===== src/rtl/oq_pkg.sv =====
// oq_pkg: shared definitions for the multi-plane output queue.
// Assumes nothing beyond a plain SystemVerilog compile order (first file).
package oq_pkg;

    // Operating mode of the controller, decoded from the single mode pin.
    typedef enum logic {
        OQ_MODE_LOSS  = 1'b0,
        OQ_MODE_BPRES = 1'b1
    } oq_mode_e;

    // Smaller of two unsigned values held in 32-bit integers.
    function automatic int unsigned oq_min(input int unsigned a, input int unsigned b);
        return (a < b) ? a : b;
    endfunction

endpackage


===== src/rtl/oq_grant.sv =====
// oq_grant: ranks the requesting planes in ascending index order and grants
// the first FREE of them. Outputs each plane's rank (number of lower-indexed
// requesters), which doubles as its write offset into the queue.
// Assumes: free never exceeds the queue depth; purely combinational.
module oq_grant #(
    parameter int NUM_PLANES = 4,
    parameter int RW         = 3,
    parameter int CW         = 5
) (
    input  logic                     clk,
    input  logic                     rst_n,
    input  logic [NUM_PLANES-1:0]    req,
    input  logic [CW-1:0]            free,
    output logic [NUM_PLANES-1:0]    accept,
    output logic [NUM_PLANES*RW-1:0] rank_flat,
    output logic [RW-1:0]            n_req,
    output logic [RW-1:0]            n_acc
);
    import oq_pkg::*;

    // Prefix count of requests gives rank; grant while rank is below free.
    always_comb begin
        int unsigned run;
        run       = 0;
        accept    = '0;
        rank_flat = '0;
        for (int i = 0; i < NUM_PLANES; i++) begin
            rank_flat[i*RW +: RW] = RW'(run);
            accept[i]             = req[i] && (run < int'(free));
            run                   = run + int'(req[i]);
        end
        n_req = RW'(run);
        n_acc = RW'(oq_min(run, int'(free)));
    end

    // Grants are always a subset of requests.
    AST_GRANT_SUBSET: assert property (@(posedge clk) disable iff (!rst_n)
        (accept & ~req) == '0);
    // Number of grants never exceeds free space.
    AST_GRANT_FITS: assert property (@(posedge clk) disable iff (!rst_n)
        $countones(accept) <= int'(free));

endmodule


===== src/rtl/oq_store.sv =====
// oq_store: circular buffer with up to NUM_PLANES writes and one read per cycle.
// Each granted writer lands at write pointer + its rank, so cells of one cycle
// are laid down in ascending plane order. The head is shown combinationally.
// Assumes: QDEPTH is a power of two, QDEPTH >= NUM_PLANES, and the caller never
// writes more cells than the free space after the current read.
module oq_store #(
    parameter int NUM_PLANES = 4,
    parameter int QDEPTH     = 16,
    parameter int DATA_W     = 16,
    parameter int RW         = 3,
    parameter int CW         = 5
) (
    input  logic                         clk,
    input  logic                         rst_n,
    input  logic [NUM_PLANES-1:0]        wr_en,
    input  logic [NUM_PLANES*RW-1:0]     wr_rank,
    input  logic [NUM_PLANES*DATA_W-1:0] wr_data,
    input  logic [RW-1:0]                wr_num,
    input  logic                         rd_en,
    output logic [DATA_W-1:0]            rd_data,
    output logic [CW-1:0]                count
);
    localparam int PW = (QDEPTH > 1) ? $clog2(QDEPTH) : 1;

    logic [DATA_W-1:0] mem [QDEPTH];
    logic [PW-1:0]     wr_ptr;
    logic [PW-1:0]     rd_ptr;
    logic [CW-1:0]     count_q;

    // Store every granted cell at its ranked offset from the write pointer.
    always_ff @(posedge clk) begin
        for (int i = 0; i < NUM_PLANES; i++) begin
            if (wr_en[i]) begin
                mem[PW'(wr_ptr + PW'(wr_rank[i*RW +: RW]))] <= wr_data[i*DATA_W +: DATA_W];
            end
        end
    end

    // Advance pointers and occupancy by the writes and the single read.
    always_ff @(posedge clk) begin
        if (!rst_n) begin
            wr_ptr  <= '0;
            rd_ptr  <= '0;
            count_q <= '0;
        end else begin
            wr_ptr  <= PW'(wr_ptr + PW'(wr_num));
            rd_ptr  <= PW'(rd_ptr + PW'(rd_en));
            count_q <= CW'(count_q - CW'(rd_en) + CW'(wr_num));
        end
    end

    assign rd_data = mem[rd_ptr];
    assign count   = count_q;

    // Occupancy stays within capacity.
    AST_COUNT_BOUND: assert property (@(posedge clk) disable iff (!rst_n)
        int'(count_q) <= QDEPTH);
    // A read is only taken from a non-empty queue.
    AST_READ_NONEMPTY: assert property (@(posedge clk) disable iff (!rst_n)
        rd_en |-> count_q != '0);

endmodule


===== src/rtl/oq_drop_cnt.sv =====
// oq_drop_cnt: wrapping counter of cells discarded in loss mode.
// Assumes: inc is the number of cells lost in the current cycle.
module oq_drop_cnt #(
    parameter int RW    = 3,
    parameter int CNT_W = 16
) (
    input  logic             clk,
    input  logic             rst_n,
    input  logic [RW-1:0]    inc,
    output logic [CNT_W-1:0] cnt
);
    // Accumulate the losses of each cycle.
    always_ff @(posedge clk) begin
        if (!rst_n) cnt <= '0;
        else        cnt <= CNT_W'(cnt + CNT_W'(inc));
    end

    // Each running cycle adds exactly that cycle's losses.
    AST_DROP_STEP: assert property (@(posedge clk) disable iff (!rst_n)
        rst_n |=> cnt == CNT_W'($past(cnt) + CNT_W'($past(inc))));

endmodule


===== src/rtl/oq_port_ctrl.sv =====
// oq_port_ctrl: output port controller of a multi-plane switch outlet.
// Accepts up to NUM_PLANES cells per cycle, sends one per cycle, and answers
// requests either for all (loss mode, overflow dropped) or only within free
// space (backpressure mode). Lower plane indices win when space is short.
// Assumes: one cycle per slot; QDEPTH power of two and >= NUM_PLANES.
module oq_port_ctrl #(
    parameter int NUM_PLANES = 4,
    parameter int QDEPTH     = 16,
    parameter int DATA_W     = 16,
    parameter int CNT_W      = 16
) (
    input  logic                         clk,
    input  logic                         rst_n,
    input  logic                         mode_bp,
    input  logic [NUM_PLANES-1:0]        req,
    input  logic [NUM_PLANES*DATA_W-1:0] req_data,
    output logic [NUM_PLANES-1:0]        ack,
    output logic                         tx_vld,
    output logic [DATA_W-1:0]            tx_data,
    output logic [CNT_W-1:0]             drop_cnt
);
    import oq_pkg::*;

    localparam int RW = $clog2(NUM_PLANES + 1);
    localparam int CW = $clog2(QDEPTH + 1);

    oq_mode_e                  mode;
    logic [CW-1:0]             count;
    logic [CW-1:0]             free;
    logic                      pop;
    logic [NUM_PLANES-1:0]     accept;
    logic [NUM_PLANES*RW-1:0]  rank_flat;
    logic [RW-1:0]             n_req;
    logic [RW-1:0]             n_acc;
    logic [RW-1:0]             n_drop;

    // Decode mode, read decision and free space counted after the read.
    always_comb begin
        mode = oq_mode_e'(mode_bp);
        pop  = (count != '0);
        free = CW'(QDEPTH - int'(count) + int'(pop));
    end

    // Acknowledge per mode and count what loss mode throws away.
    always_comb begin
        if (mode == OQ_MODE_BPRES) begin
            ack    = accept;
            n_drop = '0;
        end else begin
            ack    = req;
            n_drop = RW'(n_req - n_acc);
        end
    end

    oq_grant #(
        .NUM_PLANES(NUM_PLANES), .RW(RW), .CW(CW)
    ) grant_i (
        .clk(clk), .rst_n(rst_n), .req(req), .free(free),
        .accept(accept), .rank_flat(rank_flat), .n_req(n_req), .n_acc(n_acc)
    );

    oq_store #(
        .NUM_PLANES(NUM_PLANES), .QDEPTH(QDEPTH), .DATA_W(DATA_W), .RW(RW), .CW(CW)
    ) store_i (
        .clk(clk), .rst_n(rst_n), .wr_en(accept), .wr_rank(rank_flat),
        .wr_data(req_data), .wr_num(n_acc), .rd_en(pop),
        .rd_data(tx_data), .count(count)
    );

    oq_drop_cnt #(
        .RW(RW), .CNT_W(CNT_W)
    ) drop_i (
        .clk(clk), .rst_n(rst_n), .inc(n_drop), .cnt(drop_cnt)
    );

    assign tx_vld = pop;

    // Backpressure never acknowledges more than fits.
    AST_BP_ACK_FITS: assert property (@(posedge clk) disable iff (!rst_n)
        mode_bp |-> $countones(ack) <= int'(free));
    // Backpressure mode never loses cells.
    AST_BP_NO_DROP: assert property (@(posedge clk) disable iff (!rst_n)
        mode_bp |=> drop_cnt == $past(drop_cnt));
    // Loss mode answers every request.
    AST_QL_ACK_ALL: assert property (@(posedge clk) disable iff (!rst_n)
        !mode_bp |-> (ack & req) == req);
    // Last cell leaves and nothing new arrives: link goes idle.
    AST_DRAIN_IDLE: assert property (@(posedge clk) disable iff (!rst_n)
        (count == CW'(1) && req == '0) |=> !tx_vld);

endmodule


===== config.mk =====
export PLATFORM = sky130hd
export DESIGN_NAME = oq_port_ctrl
export DESIGN_NICKNAME = d
export VERILOG_FILES = /design/src/rtl/oq_pkg.sv /design/src/rtl/oq_grant.sv /design/src/rtl/oq_store.sv /design/src/rtl/oq_drop_cnt.sv /design/src/rtl/oq_port_ctrl.sv
export SDC_FILE = /design/constraint.sdc
export NUM_CORES = 1
export LEC_CHECK = 0
export BUFFER_PORTS_ARGS = -buffer_cell sky130_fd_sc_hd__buf_2
export CAP_MARGIN = 10
export CORE_MARGIN = 1
export CORE_UTILIZATION = 55
export DETAILED_ROUTE_END_ITERATION = 8
export PLACE_DENSITY = 0.76
export RECOVER_POWER = 50
export SLEW_MARGIN = 10
export SYNTH_ARGS = -nofsm -noshare
export SYNTH_HDL_FRONTEND = slang
export SYNTH_SLANG_ARGS = --single-unit
export TNS_END_PERCENT = 30

===== constraint.sdc =====
create_clock -name clk -period 5.2 [get_ports clk]
set_clock_uncertainty 0.2 [all_clocks]
set_input_delay 1.3 -clock clk [delete_from_list [all_inputs] [get_ports clk]]
set_output_delay 1.3 -clock clk [all_outputs]
set_load 0.05 [all_outputs]

==> results.py <==
metrics = {
    "finish": {
        "stdcell_count": 2604,
        "drive_gt1_share_pct": 24.48,
        "antenna_cells": 0,
        "syn_to_final_growth_pct": 10.05,
        "fillers": 3146,
        "utilization_pct": 61.32,
        "fin_nets": 2162,
    },
    "clock_tree": {
        "cts_sinks": 285,
        "cts_resized": 0,
        "cts_tree": "yes",
        "path_clk_slew_ns": 0.06,
        "cts_made_buffers": 34,
        "clk_latency_ns": 0.54,
        "h-tree-depth": 2,
        "cts_max_path_buffers": 3,
        "root_buffer": "clkbuf_16",
        "hold_buffers": 0,
        "cts_setup_buffers": 0,
    },
    "sta": {
        "worst_pin_slew_ns": 1.246,
        "fin_crit_sh_pct": 96.96,
        "period_needed_ns": 5.042,
        "slew_headroom_pct": 16.28,
        "grt_setup_unrepaired": "true",
        "fin_ws_ns": 0.1579,
        "fmax_mhz": 198.3,
        "hold_violations": 0,
        "setup_tns_ns": 0,
        "setup_violations": 0,
        "slew_viol_final": 0,
    },
    "detailed_routing": {
        "vias": 20571,
        "first_pass_iters": 9,
        "routed_wirelength_um": 80900,
        "wl_per_cell_um": 31.07,
        "post-route-drc-count": 0,
        "viasPerCell": 7.900,
        "ant_nets": 0,
        "drt_iter0_drc": 3431,
    },
    "hold_path": {
        "hp-class": "reg2reg",
    },
    "synth": {
        "yosysUniqueCellTypes": 70,
        "ys_seq_area_share_pct": 37.43,
        "synth-edff-count": 256,
        "synthCells": 2065,
        "syn_area_sq_um": 22090,
        "ys.warnings.count": 0,
        "ys_top_cells_by_area": "edfxtp_1 (35%), a211oi_1 (8.8%), mux4_2 (8.2%)",
        "yosysTopAreaCell": "edfxtp_1",
        "async_flop_share_pct": 0,
        "synth_top_area_share_pct": 34.80,
        "synth_seq_cells": 285,
        "syn_avg_cell_area_sq_um": 10.70,
        "ys.flop_type": "edfxtp_1",
        "syn_nets": 2172,
    },
    "grt": {
        "grt-ovfl-total": 0,
        "grt_max_degree": 69,
        "grt_pass1_wl_um": 122500,
        "grt_util_met2_pct": 60.19,
        "grt.total_usage_pct": 39.13,
        "antenna_found_initial": 2,
        "met3_usage_pct": 10.34,
        "met1_usage_pct": 49.19,
        "busiest_layer": "met2",
        "grt_pass1_vias": 20272,
    },
    "outcome": {
        "status": "finished, final reports clean",
    },
    "flow_run": {
        "max_cap_violations": 0,
    },
    "floorplan": {
        "dieArea_sq_um": 40970,
        "rows": 73,
        "start_util_pct": 55.73,
        "io_pins": 108,
        "coreArea_sq_um": 39640,
        "die_h_um": 202.4,
        "fp.dieW_um": 202.4,
    },
    "power_and_ir_drop": {
        "power_frac_clock_pct": 18.3,
        "power-per-cell-area_nw_per_um2": 548.8,
        "power.switching_mw": 6.053,
        "netSwitchingFraction_pct": 45.38,
        "p_seq_share_pct": 29.4,
        "p_leak_nw": 8.749,
        "vdd_drop_max_mv": 0.8521,
        "intPower_mw": 7.287,
        "pwr-share-comb_pct": 52.3,
    },
    "worst_setup_path": {
        "endpoint_kind": "output pin",
        "crit_path_max_incr_delay_ns": 0.43,
        "cp_max_fo": 9,
        "critical_path_class": "reg2out",
        "crit_family": "adder cells",
        "critPathArrivalTime_ns": 3.54,
        "cp_cell_sequence": "inv_1, nand2_1, or4_1, inv_1, ha_2, inv_1, ha_1, buf_4, maj3_1, maj3_2, nor2_8, a21boi_1, buf_2",
        "crit_buf_inv": 5,
        "required_ns": 3.70,
        "slowest_stage": "or4_1",
        "cpMostUsedCell": "inv_1",
        "cp-start-kind": "flop",
    },
    "place": {
        "globalplace.congestion": 0.9460,
        "post-place-ws_ns": -0.3268,
        "port_buffers": 107,
        "dp_hpwl_um": 52380,
        "dp_cells": 2541,
    },
}
final timing paths:
check	startpoint	end	slack, ns	cells past startpoint
setup / recovery	store_i.count[1]	ack[3]	0.16	13
hold / removal	drop_i.cnt[8]	drop_i.cnt[8]	0.31	2
setup reg to reg	store_i.count[1]	drop_i.cnt[7]	0.33	24
hold reg to reg	drop_i.cnt[8]	drop_i.cnt[8]	0.31	2
Yosys cell counts, types with 28 or more instances:
cell and number:
o21ai_1 92, mux4_2 80, a211oi_1 258, buf_2 36, edfxtp_1 256, buf_1 39, dfxtp_1 29, nand2_1 42
o2bb2ai_1 195, o21ai_0 171, ha_1 30, nor2_1 33, and2_1 28, o2bb2ai_2 61, and3_1 258, clkbuf_1 161
cell type report:
class                      count  area (sq um)  share of cell area, %
clock inverter                19         197.7                 0.8132
sequential                   285          8277                  34.05
multi-input combinational   1479         12600                  51.83
timing repair buffer         230          1585                  6.521
inverter                      25         93.84                 0.3860
clock buffer                  41         898.4                  3.696
tap                          525         656.9                  2.702
per-stage QoR:
stage	area [sq um]	hold WS [ns]	total power, mW
2_1_floorplan	22150	0.3558	8.538
3_3_place_gp	23180	0.2841	10.41
3_5_place_dp	23180	0.3040	10.63
4_1_cts	24280	0.3118	13.07
5_1_grt	24310	0.3394	13.79
6_report	24310	0.3132	13.34
layer usage:
metal / share of wire [%] / wire length [um] / vias to the layer above
li1: - / - / 8314
met1: 34 / 27750 / 9813
met2: 45 / 36130 / 1968
met3: 14 / 11140 / 474
met4: 7.2 / 5856 / 2
met5: 0.017 / 14 / -
power by group through the flow:
stage / logic [mW] / clock network [mW] / registers (mW)
2_1_floorplan: 4.90 / 0 / 3.64
3_3_place_gp: 6.49 / 0 / 3.91
3_5_place_dp: 6.69 / 0 / 3.93
4_1_cts: 6.72 / 2.45 / 3.89
5_1_grt: 7.30 / 2.52 / 3.96
6_report: 6.97 / 2.44 / 3.93
logic make-up after synthesis:
group,count (synthesis),synth area share (%)
AOI/OAI and AO/OA,871,31.29
and+or+nand+nor,453,12.86
buffers and inverters,301,6.423
DFF,285,37.43
muxes,82,8.247
adders and majority gates,38,2.334
xor gates and xnor gates,35,1.422
state kept, by name, indices dropped and copies added (netlist names):
register	cells
drop_i.cnt	16
store_i.count	5
store_i.mem	256
store_i.rd_ptr	4
store_i.wr_ptr	4
worst register-to-register path, cell delays in order, from the launching register on:
cell,delay (ns)
dfxtp_1,0.38
inv_1,0.17
nand2_1,0.06
or4_1,0.43
inv_1,0.09
ha_2,0.23
inv_1,0.06
ha_1,0.27
nand2b_1,0.23
nor2_1,0.08
xor2_1,0.18
a21oi_4,0.15
mux2i_2,0.25
ha_2,0.19
inv_1,0.04
ha_2,0.17
nor4_1,0.28
a31oi_1,0.07
a21oi_1,0.15
ha_1,0.30
a21oi_2,0.26
nor2_2,0.08
and3_1,0.19
xor2_1,0.13
and2_1,0.13
layout by cell type, fill, tap and decap left out, types with 8 or more instances in the layout:
| cell | instances |
|---|---|
| a211oi_1 | 256 |
| a211oi_2 | 14 |
| a21o_1 | 8 |
| a21oi_1 | 8 |
| and2_1 | 27 |
| and3_1 | 258 |
| buf_12 | 11 |
| buf_2 | 91 |
| buf_4 | 108 |
| clkbuf_1 | 22 |
| clkbuf_16 | 35 |
| dfxtp_1 | 26 |
| edfxtp_1 | 256 |
| ha_1 | 25 |
| inv_1 | 24 |
| mux4_2 | 80 |
| nand2_1 | 41 |
| nand2_2 | 13 |
| nand2b_1 | 9 |
| nand3_1 | 12 |
| nand4_1 | 21 |
| nor2_1 | 31 |
| nor4_4 | 9 |
| o211ai_1 | 9 |
| o211ai_2 | 13 |
| o211ai_4 | 10 |
| o21ai_0 | 170 |
| o21ai_1 | 93 |
| o2bb2ai_1 | 195 |
| o2bb2ai_2 | 61 |
| xnor2_1 | 22 |
| xor2_1 | 9 |
Power figures use the tool's default switching activity.
